$ cat src/rtl/nibint_pkg.sv
package nibint_pkg;
   localparam int NUM_SRC = 10;
   localparam int IDX_W   = 4;
   localparam int MASK_W  = 8;
   localparam int DATA_W  = 4;
   localparam int NUM_PIN = 3;

   typedef logic [NUM_SRC-1:0] src_vec_t;

   // spread the 8-bit clear mask over the ten pending flags
   function automatic src_vec_t expand_clear(input logic [MASK_W-1:0] m);
      src_vec_t v;
      v = '0;
      for (int i = 0; i < MASK_W - 1; i++) v[i] = m[i];
      for (int p = 0; p < NUM_PIN; p++) v[MASK_W-1+p] = m[MASK_W-1];
      return v;
   endfunction
endpackage

$ cat src/rtl/nibint_regs.sv
module nibint_regs
   import nibint_pkg::*;
#(
   parameter int          ADDR_W      = 8,
   parameter logic [7:0]  ADDR_GIE    = 8'h34,
   parameter logic [7:0]  ADDR_EN_TMR = 8'h39,
   parameter logic [7:0]  ADDR_EN_A   = 8'h3A,
   parameter logic [7:0]  ADDR_EN_B   = 8'h3B
) (
   input  logic              clk,
   input  logic              rst_n,
   input  logic [ADDR_W-1:0] addr,
   input  logic              wr,
   input  logic [DATA_W-1:0] wdata,
   output logic [DATA_W-1:0] rdata,
   input  logic              take,
   input  logic              reti,
   output logic              gie,
   output src_vec_t          en_vec
);
   localparam int NUM_TMR = NUM_SRC - 6;

   logic [NUM_TMR-1:0] en_tmr_q;
   logic [2:0]         en_a_q;
   logic [2:0]         en_b_q;
   logic               gie_q;

   logic hit_gie, hit_tmr, hit_a, hit_b;

   always_comb begin
      hit_gie = (addr == ADDR_W'(ADDR_GIE));
      hit_tmr = (addr == ADDR_W'(ADDR_EN_TMR));
      hit_a   = (addr == ADDR_W'(ADDR_EN_A));
      hit_b   = (addr == ADDR_W'(ADDR_EN_B));
   end

   always_ff @(posedge clk or negedge rst_n) begin
      if (!rst_n) begin
         en_tmr_q <= '0;
         en_a_q   <= '0;
         en_b_q   <= '0;
      end else if (wr) begin
         if (hit_tmr) en_tmr_q <= wdata[NUM_TMR-1:0];
         if (hit_a)   en_a_q   <= wdata[2:0];
         if (hit_b)   en_b_q   <= wdata[2:0];
      end
   end

   // a take beats a write, a write beats the return strobe
   always_ff @(posedge clk or negedge rst_n) begin
      if (!rst_n)              gie_q <= 1'b0;
      else if (take)           gie_q <= 1'b0;
      else if (wr && hit_gie)  gie_q <= wdata[0];
      else if (reti)           gie_q <= 1'b1;
   end

   always_comb begin
      rdata = '0;
      if (hit_gie)      rdata = {{(DATA_W-1){1'b0}}, gie_q};
      else if (hit_tmr) rdata = DATA_W'(en_tmr_q);
      else if (hit_a)   rdata = {1'b0, en_a_q};
      else if (hit_b)   rdata = {1'b0, en_b_q};
   end

   always_comb begin
      en_vec = '0;
      en_vec[NUM_TMR-1:0] = en_tmr_q;
      for (int k = 0; k < 3; k++) begin
         en_vec[NUM_TMR+k]   = en_a_q[2-k];
         en_vec[NUM_TMR+3+k] = en_b_q[2-k];
      end
   end

   assign gie = gie_q;

   // a return strobe alone raises the global enable
   a_r7_reti_sets: assert property (@(posedge clk) disable iff (!rst_n)
      (reti && !take && !(wr && hit_gie)) |=> gie_q);

   // a take always leaves the global enable low
   a_r11_take_wins: assert property (@(posedge clk) disable iff (!rst_n)
      take |=> !gie_q);
endmodule

$ cat src/rtl/nibint_pending.sv
module nibint_pending
   import nibint_pkg::*;
(
   input  logic             clk,
   input  logic             rst_n,
   input  src_vec_t         evt,
   input  src_vec_t         clr_vec,
   input  logic             take,
   input  logic [IDX_W-1:0] take_idx,
   output src_vec_t         pend
);
   src_vec_t pend_q;
   src_vec_t ack_vec;

   always_comb begin
      ack_vec = '0;
      if (take) ack_vec[take_idx] = 1'b1;
   end

   // a new event overrides any clear in the same cycle
   always_ff @(posedge clk or negedge rst_n) begin
      if (!rst_n) pend_q <= '0;
      else        pend_q <= (pend_q & ~clr_vec & ~ack_vec) | evt;
   end

   assign pend = pend_q;

   genvar g;
   generate
      for (g = 0; g < NUM_SRC; g++) begin : g_flag_chk
         // an event always leaves its flag set
         a_r9_set_wins: assert property (@(posedge clk) disable iff (!rst_n)
            evt[g] |=> pend_q[g]);
      end
   endgenerate

   // exactly one flag is dropped by an undisturbed take
   a_r6_one_flag: assert property (@(posedge clk) disable iff (!rst_n)
      (take && clr_vec == '0 && evt == '0)
      |=> ($countones(pend_q) == $countones($past(pend_q)) - 1));
endmodule

$ cat src/rtl/nibint_arbiter.sv
module nibint_arbiter
   import nibint_pkg::*;
#(
   parameter int ARB_IMPL = 0
) (
   input  logic             clk,
   input  logic             rst_n,
   input  src_vec_t         active,
   output logic             req,
   output logic [IDX_W-1:0] idx
);
   assign req = |active;

   generate
      if (ARB_IMPL == 0) begin : g_loop
         always_comb begin
            idx = '0;
            for (int i = NUM_SRC - 1; i >= 0; i--)
               if (active[i]) idx = IDX_W'(i);
         end
      end else begin : g_onehot
         src_vec_t grant;
         always_comb begin
            grant = active & (~active + src_vec_t'(1));
            idx   = '0;
            for (int i = 0; i < NUM_SRC; i++)
               if (grant[i]) idx = idx | IDX_W'(i);
         end
      end
   endgenerate

   // nothing of higher priority is active than the winner
   a_r10_priority: assert property (@(posedge clk) disable iff (!rst_n)
      req |-> (active[idx] &&
               ((active & ((src_vec_t'(1) << idx) - src_vec_t'(1))) == '0)));
endmodule

$ cat src/rtl/nibint_ctrl.sv
module nibint_ctrl
   import nibint_pkg::*;
#(
   parameter int          ADDR_W      = 8,
   parameter logic [7:0]  ADDR_GIE    = 8'h34,
   parameter logic [7:0]  ADDR_EN_TMR = 8'h39,
   parameter logic [7:0]  ADDR_EN_A   = 8'h3A,
   parameter logic [7:0]  ADDR_EN_B   = 8'h3B,
   parameter int          ARB_IMPL    = 0
) (
   input  logic              clk,
   input  logic              rst_n,
   input  logic [ADDR_W-1:0] bus_addr,
   input  logic              bus_wr,
   input  logic [3:0]        bus_wdata,
   output logic [3:0]        bus_rdata,
   input  logic [9:0]        src_evt,
   input  logic              clr_valid,
   input  logic [7:0]        clr_mask,
   input  logic              ack,
   input  logic              reti,
   output logic              irq_req,
   output logic [3:0]        irq_idx
);
   generate
      if (ADDR_W < 6 || ADDR_W > 8) begin : g_bad_width
         $error("nibint_ctrl: ADDR_W must lie in 6..8");
      end
      if (ADDR_GIE == ADDR_EN_TMR || ADDR_GIE == ADDR_EN_A || ADDR_GIE == ADDR_EN_B ||
          ADDR_EN_TMR == ADDR_EN_A || ADDR_EN_TMR == ADDR_EN_B || ADDR_EN_A == ADDR_EN_B)
      begin : g_bad_map
         $error("nibint_ctrl: register addresses must be distinct");
      end
      if (ARB_IMPL != 0 && ARB_IMPL != 1) begin : g_bad_arb
         $error("nibint_ctrl: ARB_IMPL must be 0 or 1");
      end
   endgenerate

   logic     gie;
   src_vec_t en_vec;
   src_vec_t pend;
   src_vec_t active;
   src_vec_t clr_vec;
   logic     take;

   assign take    = ack & irq_req;
   assign clr_vec = clr_valid ? expand_clear(clr_mask) : '0;
   assign active  = pend & en_vec & {NUM_SRC{gie}};

   nibint_regs #(
      .ADDR_W(ADDR_W), .ADDR_GIE(ADDR_GIE), .ADDR_EN_TMR(ADDR_EN_TMR),
      .ADDR_EN_A(ADDR_EN_A), .ADDR_EN_B(ADDR_EN_B)
   ) i_regs (
      .clk(clk), .rst_n(rst_n), .addr(bus_addr), .wr(bus_wr), .wdata(bus_wdata),
      .rdata(bus_rdata), .take(take), .reti(reti), .gie(gie), .en_vec(en_vec)
   );

   nibint_pending i_pend (
      .clk(clk), .rst_n(rst_n), .evt(src_evt), .clr_vec(clr_vec),
      .take(take), .take_idx(irq_idx), .pend(pend)
   );

   nibint_arbiter #(.ARB_IMPL(ARB_IMPL)) i_arb (
      .clk(clk), .rst_n(rst_n), .active(active), .req(irq_req), .idx(irq_idx)
   );

   // the request line falls right after a take
   a_r5_take_drops_req: assert property (@(posedge clk) disable iff (!rst_n)
      take |=> !irq_req);

   // a raised request is backed by all three conditions
   a_r3_req_gated: assert property (@(posedge clk) disable iff (!rst_n)
      irq_req |-> (gie && en_vec[irq_idx] && pend[irq_idx]));

   // a port-pin clear without events empties all three pin flags
   a_r8_pin_group: assert property (@(posedge clk) disable iff (!rst_n)
      (clr_valid && clr_mask[7] && src_evt[9:7] == 3'b000) |=> (pend[9:7] == 3'b000));
endmodule

$ cat config.mk
export PLATFORM = sky130hd
export DESIGN_NAME = nibint_ctrl
export DESIGN_NICKNAME = d
export VERILOG_FILES = /design/src/rtl/nibint_pkg.sv /design/src/rtl/nibint_regs.sv /design/src/rtl/nibint_pending.sv /design/src/rtl/nibint_arbiter.sv /design/src/rtl/nibint_ctrl.sv
export SDC_FILE = /design/constraint.sdc
export NUM_CORES = 1
export LEC_CHECK = 0
export BUFFER_PORTS_ARGS = -buffer_cell sky130_fd_sc_hd__buf_2
export CORE_ASPECT_RATIO = 0.75
export CORE_UTILIZATION = 52
export CTS_CLUSTER_SIZE = 28
export DETAILED_ROUTE_END_ITERATION = 12
export MAX_ROUTING_LAYER = met4
export PLACE_DENSITY = 0.92
export SYNTH_ARGS = -nofsm -noshare
export SYNTH_HDL_FRONTEND = slang
export SYNTH_SLANG_ARGS = --single-unit
$ cat constraint.sdc
create_clock -name clk -period 2.4 [get_ports clk]
set_input_delay 0.12 -clock clk [delete_from_list [all_inputs] [get_ports clk]]
set_output_delay 0.12 -clock clk [all_outputs]
set_load 0.01 [all_outputs]
; ---- Word level (Yosys, flattened, before mapping)
; Cells that the tools add are included.
[classes]
order_cmp = 2
n_eq_ne = 4
n_mux = 21
bitwise = 8
reduce_logical = 7
[op_table]
columns = cell, n
row1 = $mux W4, 13
row2 = $and A10 B10 Y10, 4
row3 = $eq A8 B6 Y1 const B, 4
row4 = $mux W10, 2
row5 = $not A10 Y10, 2
row6 = $or A10 B10 Y10, 1
row7 = $reduce_or A10 Y1, 1
row8 = $reduce_and A2 Y1, 3
row9 = $lt A4 B5 Y1 const B, 1
row10 = $demux W1 S4, 1
row11 = $ge A4 B1 Y1 const B, 1
row12 = $mux W1, 4
row13 = $mux W3, 1
row14 = $reduce_bool A3 Y1, 1
row15 = $logic_and A1 B1 Y1, 2
row16 = $and A1 B1 Y1, 1
[totals]
ff_bits = 21
inputBits = 36
output_inout_bits = 9

; ---- Longest topological paths before layout
[depth]
word_depth = 20
mapped_depth = 5
depth_no_buf = 5

; ---- Hierarchy
; Synthesis repeated with hierarchy kept, for this count alone.
[hier_totals]
hier_cells = 132
area_unflattened_um2 = 1405.1
[by_module_without_submodules]
columns = module, n_inst, cells_each, area_per_inst_um2
row1 = nibint_regs, 1, 50, 640.6
row2 = nibint_pending, 1, 45, 544.3
row3 = nibint_ctrl, 1, 19, 118.9
row4 = nibint_arbiter, 1, 18, 101.3

; ---- Worst setup path before layout
; Ideal clock, no wire load.
[synth_path]
path_type = reg-to-reg
from = register i_regs.en_a_q[2]
to = register i_regs.gie_q, in the netlist i_regs.gie
t_arrival_ns = 1.329
required_time_ns = 2.296
slack_ns = 0.967
path_stages_with_launch = 5
n_path_buf = 0
path_cell_list = dfrtp_1 -> a22oi_1 -> nand3_2 -> o21a_1 -> a221oi_1
[synth_between]
elab_chain_len = 5
word_cells_on_any_way = 6
classes_between = mux (1) / bitwise (3) / reduce/logical (2)
[synth_lines]
columns = item, line_no
row1 = from (decl), nibint_regs.sv:24  ; logic [2:0] en_a_q;
row2 = from (signal assigned), nibint_regs.sv:44  ; if (hit_a) en_a_q <= wdata[2:0];
row3 = $and A10 B10 Y10 * (2 in a row), nibint_ctrl.sv:48  ; assign active = pend & en_vec & {NUM_SRC{gie}};
row4 = $reduce_or A10 Y1 *, nibint_arbiter.sv:12  ; assign req = |active;
row5 = named net irq_req, nibint_ctrl.sv:22  ; output logic irq_req,
row6 = $and A1 B1 Y1 *, nibint_ctrl.sv:46  ; assign take = ack & irq_req;
row7 = $reduce_bool A3 Y1 (no line) / $mux W1 (equally long branches), n/a
row8 = to (signal assigned), nibint_regs.sv:53  ; else if (wr && hit_gie) gie_q <= wdata[0];
row9 = to (decl), nibint_regs.sv:26  ; logic gie_q;
; The timed path passes the listed nets; every way through them passes the cells marked *.
; A chain may end at the register's enable or synchronous reset.

; ---- Final worst setup path
[layout_path]
from = register i_regs.en_a_q[2]
to = output port irq_idx[3]
[layout_between]
elab_chain_len = 7
[layout_lines]
columns = item, line_no
row1 = $and A10 B10 Y10 (2 in a row), nibint_ctrl.sv:48
row2 = $mux W4 (5 in a row), nibint_arbiter.sv:19  ; if (active[i]) idx = IDX_W'(i);
row3 = to (decl), nibint_ctrl.sv:23  ; output logic [3:0] irq_idx
; No other way between the ends.

==> results.yml <==
status:
  run_status: "finished with violations"
  violations: "DRC"
route:
  drt_iter0_markers: 107
  via_per_inst: 5.86
  antenna_left: 0
  drt_first_pass_iters: 8
  remaining_drc_errors: 4
  routed-via-count: 1172
  post_drt_wl_per_cell_um: 15.9
  route.final.wire_length_mm: 3.18
floorplanning:
  initial_utilization_pct: 58.2
  core_area_sq_um: 2100
  die_x_um: 58.0
  die_y_um: 44.0
  io_pins: 45
  row_count: 14
  fp.dieArea_sq_um: 2550
cts:
  cts.clk_slew.worst_paths_ps: 110
  tritoncts.num_buffers: 3
  clockRootBuffer: "sky130_fd_sc_hd__clkbuf_4"
  clock_latency_on_the_worst_skew_pair_ps: 300
  htree_levels: 1
  tritoncts: "yes"
  clock_sinks: 21
  postCtsSetupBuffers: 0
  cts.path.max_buffers: 2
setup_path:
  cp.arrival_ps: 1730
  worstSetupPathType: "flop to output port"
  critical_path.endpoint_type: "output port"
  setup.reg_to_reg.worst_slack_ps: 730
  timing.critical_path.fanout_max: 4
  critPathSlowestCell: "sky130_fd_sc_hd__dfrtp_1"
  critical_path.startpoint_type: "flop"
  crit_path_start: "i_regs.en_a_q[2]"
  worstPathCellList: "a22oi_1 -> nand3_2 -> nor3_1 -> buf_2"
  rr_startpoint: "i_regs.en_a_q[2]"
  cpPeakStageDelay_ps: 440
  critical_path_required_ps: 2280
layout:
  finalNetCount: 213
  area_growth_syn_to_fin_pct: 23.1
  antennaDiodeCount: 0
  final_layout_size_suffix_gt1_share_pct: 38.1
  final_cell_mix: "44 x sky130_fd_sc_hd__buf_2, 22 x sky130_fd_sc_hd__nand2_1, 21 x sky130_fd_sc_hd__dfrtp_1"
  fraction_of_the_core_area_covered_by_cells_at_the_end_of_the_flow_pct: 71.6
  stdcell_count: 200
  most_common_library_cell_in_the_layout_ignoring_fill_and_taps: "sky130_fd_sc_hd__buf_2"
timing:
  hold_violations: 0
  fin_crit_ps: 1850
  setup_violations: 0
  slew-limit-headroom_pct: 68.2
  fmax_ghz: 0.540
  rsz0062_at_grt: "no"
  fin_hold_ws_ps: 18.0
  worst_clock_skew_ps: 1.66
  layout_worst_path_cycle_share_pct: 77.2
  final_max_slew_viol_count: 0
  final.setup.tns_ps: 0
  worst_pin_slew_ps: 477
global_routing:
  global_route.overflow_total: 0
  grt_pass1_vias: 1065
  grt_first_pass_wirelength_mm: 5.05
  antenna_found_initial: 0
  grt_start_max_net_pins: 22
  grt.total_usage_pct: 28.0
synthesis:
  synth.yosys.seq_area_share_pct: 43.0
  syn-cell-area_sq_um: 1220
  post_synth_num_cell_types: 29
  synth-edff-count: 0
  asyncSetResetFlopFracSynth_pct: 100
  synth_cells: 128
  syn_area_per_cell_sq_um: 9.55
  count_of_state_elements_after_synthesis: 21
  yosys_warnings: 0
  mappedNetlistNets: 164
  synth_ff_type: "sky130_fd_sc_hd__dfrtp_1"
hold_path:
  worstHoldStart: "src_evt[0]"
  class_of_the_tightest_hold_or_removal_check: "input port to flop"
power_and_ir_drop:
  vdd_ir_drop_max_mv: 0.409
  totalPowerFinal_w: 0.000771
  power_leakage_nw: 0.741
  pwr_density_cell_nw_per_um2: 512
place:
  place.detailed.instances: 195
  io_buffers: 44
  detailed_place_hpwl_mm: 2.55
  gpl.final_weighted_congestion: 0.860
flow_run:
  cap_violations: 0
## where the power goes
| group | switching (W) | internal [W] |
|---|---|---|
| Clock | 0.000102 | 0.0000648 |
| Sequential | 0.0000279 | 0.000378 |
| Combinational | 0.000112 | 0.0000873 |
## Yosys cell counts, types with 3 or more instances
master	number	share of area [%]
sky130_fd_sc_hd__nand2_1	22	6.8
sky130_fd_sc_hd__dfrtp_1	21	43
sky130_fd_sc_hd__a21oi_1	14	5.7
sky130_fd_sc_hd__mux2_2	13	12
sky130_fd_sc_hd__nor2_1	6	1.8
sky130_fd_sc_hd__nor3_1	6	2.5
sky130_fd_sc_hd__a22oi_1	5	3.1
sky130_fd_sc_hd__a31oi_1	4	2.0
sky130_fd_sc_hd__and3_1	4	2.0
sky130_fd_sc_hd__inv_1	4	1.2
sky130_fd_sc_hd__nand3_1	4	1.6
sky130_fd_sc_hd__nand3_2	3	2.5
## layout make-up
type,count,area [sq um]
clock buffer,4,26.3
fill,169,597
inverter,4,15.0
multi-input combinational,102,678
sequential,21,526
tap,24,30.0
timing repair buffer,45,230
## repair_timing
action / 4_1_cts / 5_1_grt
gates resized for setup: 0 / 0
hold buffers: 1 / 0
endpoints found under the hold margin: 21 / 0
## metrics by stage
stage               setup WS (ps)  instance area [sq um]
floorplan                     967                   1220
global placement              865                   1470
detailed placement            784                   1470
CTS                           568                   1510
global route                  435                   1510
finish                        548                   1510
## cells by family (layout without fill, tap and decap cells)
group,Yosys count,after routing,synth area share (%)
buffers and inverters,5,53,1.53
multiplexers,13,13,12.0
AND/OR/NAND/NOR,56,56,25.7
flip-flops,21,21,43.0
AO/OA/AOI/OAI,33,33,17.8
## sequential cells by signal, summed over array words and instances, names as in the netlist
| register | cells |
|---|---|
| i_regs.en_b_q | 3 |
| i_regs.gie | 1 |
| i_pend.pend | 10 |
| i_regs.en_tmr_q | 4 |
| i_regs.en_a_q | 3 |
## routing by layer
metal,global-route usage [%],up-vias,routed length [um],part of all wire (%)
li1,-,573,-,-
met1,37.5,534,1390,44
met2,44.6,63,1500,47
met3,6.87,2,276,8.7
met4,3.81,0,10,0.31
met5,-,-,0,0
## critical path: cells and delay by family, from the launching register on
| family | cells | cell delay, ps |
|---|---|---|
| compound gates | 1 | 390 |
| buf+inv | 1 | 170 |
| flops | 1 | 440 |
| simple gates | 2 | 440 |
## final timing paths
check,to,depth (start not counted)
hold reg to reg,i_pend.pend[0],1
setup reg to reg,i_regs.gie,4
setup / recovery,irq_idx[3],4
min in group asynchronous,i_regs.en_b_q[2],2
hold / removal,i_pend.pend[0],3
max in group asynchronous,i_pend.pend[9],2
(Power assumes the default switching activity.)
